==> src/rtl/fs_pkg.sv <==
package fs_pkg;

    localparam int NIB_W  = 4;
    localparam int WORD_W = 2 * NIB_W;
    localparam int ADDR_W = WORD_W + NIB_W;

    typedef enum logic [1:0] {
        ST_ISSUE = 2'd0,
        ST_OP1   = 2'd1,
        ST_OP2   = 2'd2,
        ST_COND  = 2'd3
    } seq_state_e;

    typedef enum logic [2:0] {
        K_PLAIN = 3'd0,
        K_CJMP  = 3'd1,
        K_IMM   = 3'd2,
        K_IND   = 3'd3,
        K_LJMP  = 3'd4,
        K_CALL  = 3'd5,
        K_ZJMP  = 3'd6,
        K_RET   = 3'd7
    } op_kind_e;

    localparam logic [NIB_W-1:0] OPN_CJMP = 4'h1;
    localparam logic [NIB_W-1:0] OPN_PAIR = 4'h2;
    localparam logic [NIB_W-1:0] OPN_IND  = 4'h3;
    localparam logic [NIB_W-1:0] OPN_LJMP = 4'h4;
    localparam logic [NIB_W-1:0] OPN_CALL = 4'h5;
    localparam logic [NIB_W-1:0] OPN_ZJMP = 4'h7;
    localparam logic [NIB_W-1:0] OPN_RET  = 4'hC;

endpackage

==> src/rtl/fs_decode.sv <==
module fs_decode
    import fs_pkg::*;
(
    input  logic [WORD_W-1:0] word,
    output op_kind_e          kind,
    output logic              two_word
);

    logic [NIB_W-1:0] opn;
    logic             mod0;

    assign opn  = word[WORD_W-1 -: NIB_W];
    assign mod0 = word[0];

    always_comb begin
        kind     = K_PLAIN;
        two_word = 1'b0;
        unique case (opn)
            OPN_CJMP: begin kind = K_CJMP; two_word = 1'b1; end
            OPN_PAIR: begin
                if (!mod0) begin
                    kind     = K_IMM;
                    two_word = 1'b1;
                end
            end
            OPN_IND:  if (mod0) kind = K_IND;
            OPN_LJMP: begin kind = K_LJMP; two_word = 1'b1; end
            OPN_CALL: begin kind = K_CALL; two_word = 1'b1; end
            OPN_ZJMP: begin kind = K_ZJMP; two_word = 1'b1; end
            OPN_RET:  kind = K_RET;
            default:  kind = K_PLAIN;
        endcase
    end

endmodule

==> src/rtl/fs_stack.sv <==
module fs_stack #(
    parameter int DEPTH = 3,
    parameter int AW    = 12
) (
    input  logic          clk,
    input  logic          rst_n,
    input  logic          push,
    input  logic          pop,
    input  logic [AW-1:0] push_val,
    output logic [AW-1:0] top_val
);

    localparam int          PW   = (DEPTH > 1) ? $clog2(DEPTH) : 1;
    localparam logic [PW-1:0] LAST = PW'(DEPTH - 1);

    logic [PW-1:0] ptr_d, ptr_q, prev_ptr;
    logic [AW-1:0] ent_d [DEPTH];
    logic [AW-1:0] ent_q [DEPTH];

    assign prev_ptr = (ptr_q == '0) ? LAST : ptr_q - 1'b1;
    assign top_val  = ent_q[prev_ptr];

    always_comb begin
        ptr_d = ptr_q;
        if (push)      ptr_d = (ptr_q == LAST) ? '0 : ptr_q + 1'b1;
        else if (pop)  ptr_d = prev_ptr;
    end

    for (genvar gi = 0; gi < DEPTH; gi++) begin : g_ent
        always_comb begin
            ent_d[gi] = ent_q[gi];
            if (push && (ptr_q == PW'(gi))) ent_d[gi] = push_val;
        end
        always_ff @(posedge clk or negedge rst_n) begin
            if (!rst_n) ent_q[gi] <= '0;
            else        ent_q[gi] <= ent_d[gi];
        end
    end

    always_ff @(posedge clk or negedge rst_n) begin
        if (!rst_n) ptr_q <= '0;
        else        ptr_q <= ptr_d;
    end

    AST_STACK_PTR_RANGE: assert property (@(posedge clk) disable iff (!rst_n)
        ptr_q <= LAST);
    AST_PUSH_POP_EXCL: assert property (@(posedge clk) disable iff (!rst_n)
        !(push && pop));
    AST_PUSH_ADVANCES: assert property (@(posedge clk) disable iff (!rst_n)
        push |=> ptr_q != $past(ptr_q));

endmodule

==> src/rtl/fs_seq.sv <==
module fs_seq
    import fs_pkg::*;
#(
    parameter int STACK_DEPTH = 3
) (
    input  logic              clk,
    input  logic              rst_n,
    input  logic [WORD_W-1:0] mem_rdata,
    input  logic              cond_true,
    input  logic              zero_flag,
    input  logic [WORD_W-1:0] pair_data,
    output logic [ADDR_W-1:0] mem_addr,
    output logic              dec_valid,
    output logic [WORD_W-1:0] dec_word1,
    output logic [WORD_W-1:0] dec_word2,
    output logic              acc_load_valid,
    output logic [NIB_W-1:0]  acc_load_data
);

    localparam int PAGE_W = ADDR_W - WORD_W;

    typedef struct packed {
        seq_state_e        st;
        logic [ADDR_W-1:0] pc;
        logic [WORD_W-1:0] w1;
        logic [WORD_W-1:0] w2;
    } seq_regs_t;

    seq_regs_t r_d, r_q;

    op_kind_e          in_kind, hold_kind;
    logic              in_two, hold_two;
    logic              stk_push, stk_pop;
    logic [ADDR_W-1:0] stk_top;
    logic [ADDR_W-1:0] pc_inc;
    logic [ADDR_W-1:0] page_tgt;

    fs_decode u_dec_in (
        .word     (mem_rdata),
        .kind     (in_kind),
        .two_word (in_two)
    );

    fs_decode u_dec_hold (
        .word     (r_q.w1),
        .kind     (hold_kind),
        .two_word (hold_two)
    );

    fs_stack #(
        .DEPTH (STACK_DEPTH),
        .AW    (ADDR_W)
    ) u_stack (
        .clk      (clk),
        .rst_n    (rst_n),
        .push     (stk_push),
        .pop      (stk_pop),
        .push_val (r_q.pc),
        .top_val  (stk_top)
    );

    assign pc_inc   = r_q.pc + 1'b1;
    assign page_tgt = {r_q.pc[ADDR_W-1 -: PAGE_W], r_q.w2};

    always_comb begin
        r_d      = r_q;
        stk_push = 1'b0;
        stk_pop  = 1'b0;
        unique case (r_q.st)
            ST_ISSUE: begin
                r_d.pc = pc_inc;
                r_d.st = ST_OP1;
            end
            ST_OP1: begin
                r_d.w1 = mem_rdata;
                r_d.w2 = '0;
                if (in_two) begin
                    r_d.pc = pc_inc;
                    r_d.st = ST_OP2;
                end else if (in_kind == K_RET) begin
                    stk_pop = 1'b1;
                    r_d.pc  = stk_top;
                    r_d.st  = ST_ISSUE;
                end else if (in_kind == K_IND) begin
                    r_d.pc = {r_q.pc[ADDR_W-1 -: PAGE_W], pair_data};
                    r_d.st = ST_ISSUE;
                end else begin
                    r_d.pc = pc_inc;
                    r_d.st = ST_OP1;
                end
            end
            ST_OP2: begin
                r_d.w2 = mem_rdata;
                unique case (hold_kind)
                    K_LJMP: begin
                        r_d.pc = {r_q.w1[NIB_W-1:0], mem_rdata};
                        r_d.st = ST_ISSUE;
                    end
                    K_CALL: begin
                        stk_push = 1'b1;
                        r_d.pc   = {r_q.w1[NIB_W-1:0], mem_rdata};
                        r_d.st   = ST_ISSUE;
                    end
                    K_CJMP, K_ZJMP: begin
                        r_d.st = ST_COND;
                    end
                    default: begin
                        r_d.pc = pc_inc;
                        r_d.st = ST_OP1;
                    end
                endcase
            end
            ST_COND: begin
                if ((hold_kind == K_CJMP) ? cond_true : zero_flag)
                    r_d.pc = page_tgt;
                r_d.st = ST_ISSUE;
            end
            default: r_d.st = ST_ISSUE;
        endcase
    end

    always_ff @(posedge clk or negedge rst_n) begin
        if (!rst_n) begin
            r_q.st <= ST_ISSUE;
            r_q.pc <= '0;
            r_q.w1 <= '0;
            r_q.w2 <= '0;
        end else begin
            r_q <= r_d;
        end
    end

    assign mem_addr       = r_q.pc;
    assign dec_valid      = ((r_q.st == ST_OP1) && !in_two) || (r_q.st == ST_OP2);
    assign dec_word1      = (r_q.st == ST_OP1) ? mem_rdata : r_q.w1;
    assign dec_word2      = (r_q.st == ST_OP2) ? mem_rdata : '0;
    assign acc_load_valid = (r_q.st == ST_OP1) && (in_kind == K_RET);
    assign acc_load_data  = mem_rdata[NIB_W-1:0];

    AST_RESET_ENTRY: assert property (@(posedge clk) disable iff (!rst_n)
        !$past(rst_n) |-> (mem_addr == '0) && !dec_valid);
    AST_TWO_WORD_STEP: assert property (@(posedge clk) disable iff (!rst_n)
        (r_q.st == ST_OP1) && in_two |=> mem_addr == $past(mem_addr) + 1'b1);
    AST_LJMP_TARGET: assert property (@(posedge clk) disable iff (!rst_n)
        dec_valid && (dec_word1[WORD_W-1 -: NIB_W] == OPN_LJMP)
        |=> mem_addr == {$past(dec_word1[NIB_W-1:0]), $past(dec_word2)});
    AST_CALL_TARGET: assert property (@(posedge clk) disable iff (!rst_n)
        dec_valid && (dec_word1[WORD_W-1 -: NIB_W] == OPN_CALL)
        |=> mem_addr == {$past(dec_word1[NIB_W-1:0]), $past(dec_word2)});
    AST_ACC_ON_RET: assert property (@(posedge clk) disable iff (!rst_n)
        acc_load_valid |-> dec_valid && (dec_word1[WORD_W-1 -: NIB_W] == OPN_RET));
    AST_COND_GAP: assert property (@(posedge clk) disable iff (!rst_n)
        (r_q.st == ST_OP2) && ((hold_kind == K_CJMP) || (hold_kind == K_ZJMP))
        |=> !dec_valid);

endmodule

==> config.mk <==
export PLATFORM = sky130hd
export DESIGN_NAME = fs_seq
export DESIGN_NICKNAME = d
export VERILOG_FILES = /design/src/rtl/fs_pkg.sv /design/src/rtl/fs_decode.sv /design/src/rtl/fs_stack.sv /design/src/rtl/fs_seq.sv
export SDC_FILE = /design/constraint.sdc
export NUM_CORES = 1
export LEC_CHECK = 0
export ABC_AREA = 1
export CORE_ASPECT_RATIO = 1.4
export CORE_MARGIN = 5
export CORE_UTILIZATION = 40
export DETAILED_ROUTE_END_ITERATION = 10
export REMOVE_ABC_BUFFERS = 1
export SLEW_MARGIN = 20
export SYNTH_ARGS = -nofsm -noshare
export SYNTH_HDL_FRONTEND = slang
export SYNTH_SLANG_ARGS = --single-unit
==> constraint.sdc <==
create_clock -name clk -period 1.9 [get_ports clk]
set_input_delay 0.19 -clock clk [delete_from_list [all_inputs] [get_ports clk]]
set_output_delay 0.19 -clock clk [all_outputs]
set_load 0.005 [all_outputs]
==> metrics.cfg <==
[cells_and_area]
antenna_cells=0
nNetsFinal=693
final_cell_mix=194 x nand2_1, 68 x dfrtp_1, 43 x buf_4, 41 x o21ai_1, 35 x inv_1
drive_above_1_share_pct=19.7
area_delta_synth_final_pct=28.0
fin_area_um2=5550
post-route-util_pct=51.6
mostFrequentLayoutCell=nand2_1

[clock_network]
cts.clk_slew.worst_paths_ns=0.05
h-tree-depth=3
cts_buffer_depth=2
cts_buffers=9
clock-sinks=68
cts_tree=yes
cts_root_buf=clkbuf_16
clock_latency_ns=0.33

[critical_path]
crit_family=buffers and inverters
crit_path_top_delay_cell=dfrtp_1
worstSetupPathType=reg -> out
crit_buf_inv=4
critical_path.max_stage_delay_ns=0.40
cp.required_ns=1.71
end_kind=primary output
crit_arrival_ns=1.68
critPathLaunchType=register
cp_max_fo=7
crit_chain=buf_6 > ha_4 > buf_12 > buf_4 > nand2_2 > o21ai_4 > clkdlybuf4s15_2

[logic_synthesis]
synth_edf_count=0
postSynth.topFlopCell=dfrtp_1
synth_cell_types=37
syn_inst=595
yosysTopAreaCell=dfrtp_1
synthTopCellsByArea=dfrtp_1 39%, nand2_1 17%, buf_4 5.9%, o21ai_1 4.4%, nand3_1 3.8%
synth_top_area_share_pct=39.2
postSynthAreaPerCell_um2=7.29
ys.warnings.count=0
synthArstFlopShare_pct=100
netlist_area_um2=4340
yosysSeqAreaShare_pct=39.2
ys_ff_latch=68

[power_and_ir_drop]
power.density_nw_per_um2=1430
p_leak_nw=2.80
ir_worst_vdd_v=0.000819

[die]
core_um2=10800
dieArea_um2=13100
die_height_um=133
die_width_um=98
rows=45
start_util_pct=40.3
ioPinCount=54

[timing]
worst_pin_slew_ns=0.490
finalSetupViolCount=0
hold_viol=0
clock.fmax_mhz=536
fin_crit_sh_pct=98.2
final.setup_skew_ns=0.00564
slew-limit-headroom_pct=67.0
tns_ns=0
period_minus_slack_ns=1.87
hold_ws_ns=0.402
drv_slew=0

[place]
port-buffer-count=53
placed_area_um2=5090
gp_congestion=0.951
dp_hpwl_um=9040

[route]
drc=0
avgViaCountPerCell=4.96
drt_pre_antenna_iters=4
wl_per_cell_um=14.9
vias=3994
dr.first_iter.drc_count=201
antenna_left=0
totalWireLength_um=12000

[global_routing]
grt_max_degree=69
antenna_found_initial=0
grt_pass1_wl_um=19700
grtUsageTotal_pct=18.8
grt_overflow_total=0
first_global_vias=4027

[flow_run]
drv_cap=0

[worst_hold_path]
hold_class=in -> async

[run_status]
status=finished clean

-- sequential cells by signal (all words and copies together) (netlist names) --
register,count
u_stack.ent_q,36
mem_addr,12
r_q,10
page_tgt,8
u_stack.ptr_q,2
-- cells by family (layout without fill, tap and decap cells) --
group | Yosys count | count (layout) | synth area share [%]
simple gates | 299 | 299 | 30.8
compound gates | 110 | 110 | 13.7
buf+inv | 105 | 175 | 12.7
flops | 68 | 68 | 39.2
fa+ha+maj | 11 | 11 | 3.17
xor+xnor | 2 | 2 | 0.404
-- path summary, 6_finish.rpt --
kind                            slack [ns]  cells past startpoint                     from                            end
worst min-delay path                  0.40                      3                    rst_n  u_stack.ent_q[11]$_DFFE_PN0P_
min in group clk                      0.48                      3             mem_rdata[1]               r_q[9]$_DFF_PN0_
worst min register to register        0.49                      2  page_tgt[6]$_DFFE_PN0P_        page_tgt[6]$_DFFE_PN0P_
max in group asynchronous             1.17                      3                    rst_n        page_tgt[1]$_DFFE_PN0P_
worst max-delay path                  0.03                      7        r_q[28]$_DFF_PN0_                   dec_word1[4]
worst max register to register        0.09                     11        r_q[28]$_DFF_PN0_        mem_addr[3]$_DFFE_PN0P_
-- cells in the mapped netlist (all sizes together) (2+ instances only) --
| cell | n |
|---|---|
| nand3 | 38 |
| o211ai | 5 |
| buf | 46 |
| inv | 52 |
| clkinv | 2 |
| a21oi | 29 |
| a22oi | 2 |
| nor2 | 39 |
| nand2 | 209 |
| nor3 | 7 |
| dfrtp | 68 |
| o21ai | 72 |
| clkbuf | 5 |
| ha | 11 |
| nand4 | 5 |
-- where the power goes --
group	internal, mW	total (mW)	switching, mW
combinational	1.78	4.23	2.45
sequential	1.79	2.12	0.325
clock	1.00	1.59	0.587
total	4.58	7.93	3.36
-- worst min-delay path, stage by stage --
cell and delay, ns:
dlygate4sd3_1 0.52, buf_2 0.12, buf_12 0.30
-- metal layers --
layer  part of all wire (%)  GRT usage (%)  vias up
li1                       -              -     2026
met5                      0              0        -
met1                     41           21.6     1837
met4                    5.6           12.7        0
met2                     50           32.5       91
met3                    3.1           2.04       40
-- area by class of cell --
cell class,count,area [um2]
clock buffer,12,236
clock inverter,2,37.5
fill,1023,5200
inverter,54,218
multi-input combinational,422,2170
sequential,68,1700
tap,141,176
timing repair buffer,107,1010
-- stage by stage --
step | power, mW | setup slack, ns | cells
floorplan | 4.26 | 0.114 | 544
global placement | 5.95 | -0.0280 | 781
detailed placement | 6.01 | -0.0592 | 781
CTS | 7.77 | -0.0213 | 804
global route | 8.53 | -0.0170 | 806
finish | 7.93 | 0.0342 | 806
-- repair_timing --
item	in CTS	in global routing
endpoints found under the hold margin	68	0
endpoints found under the setup margin	20	24
pin swaps	1	4
resized for setup	40	25
hold buffers	1	0
setup buffers	8	2
(Power assumes the default switching activity.)
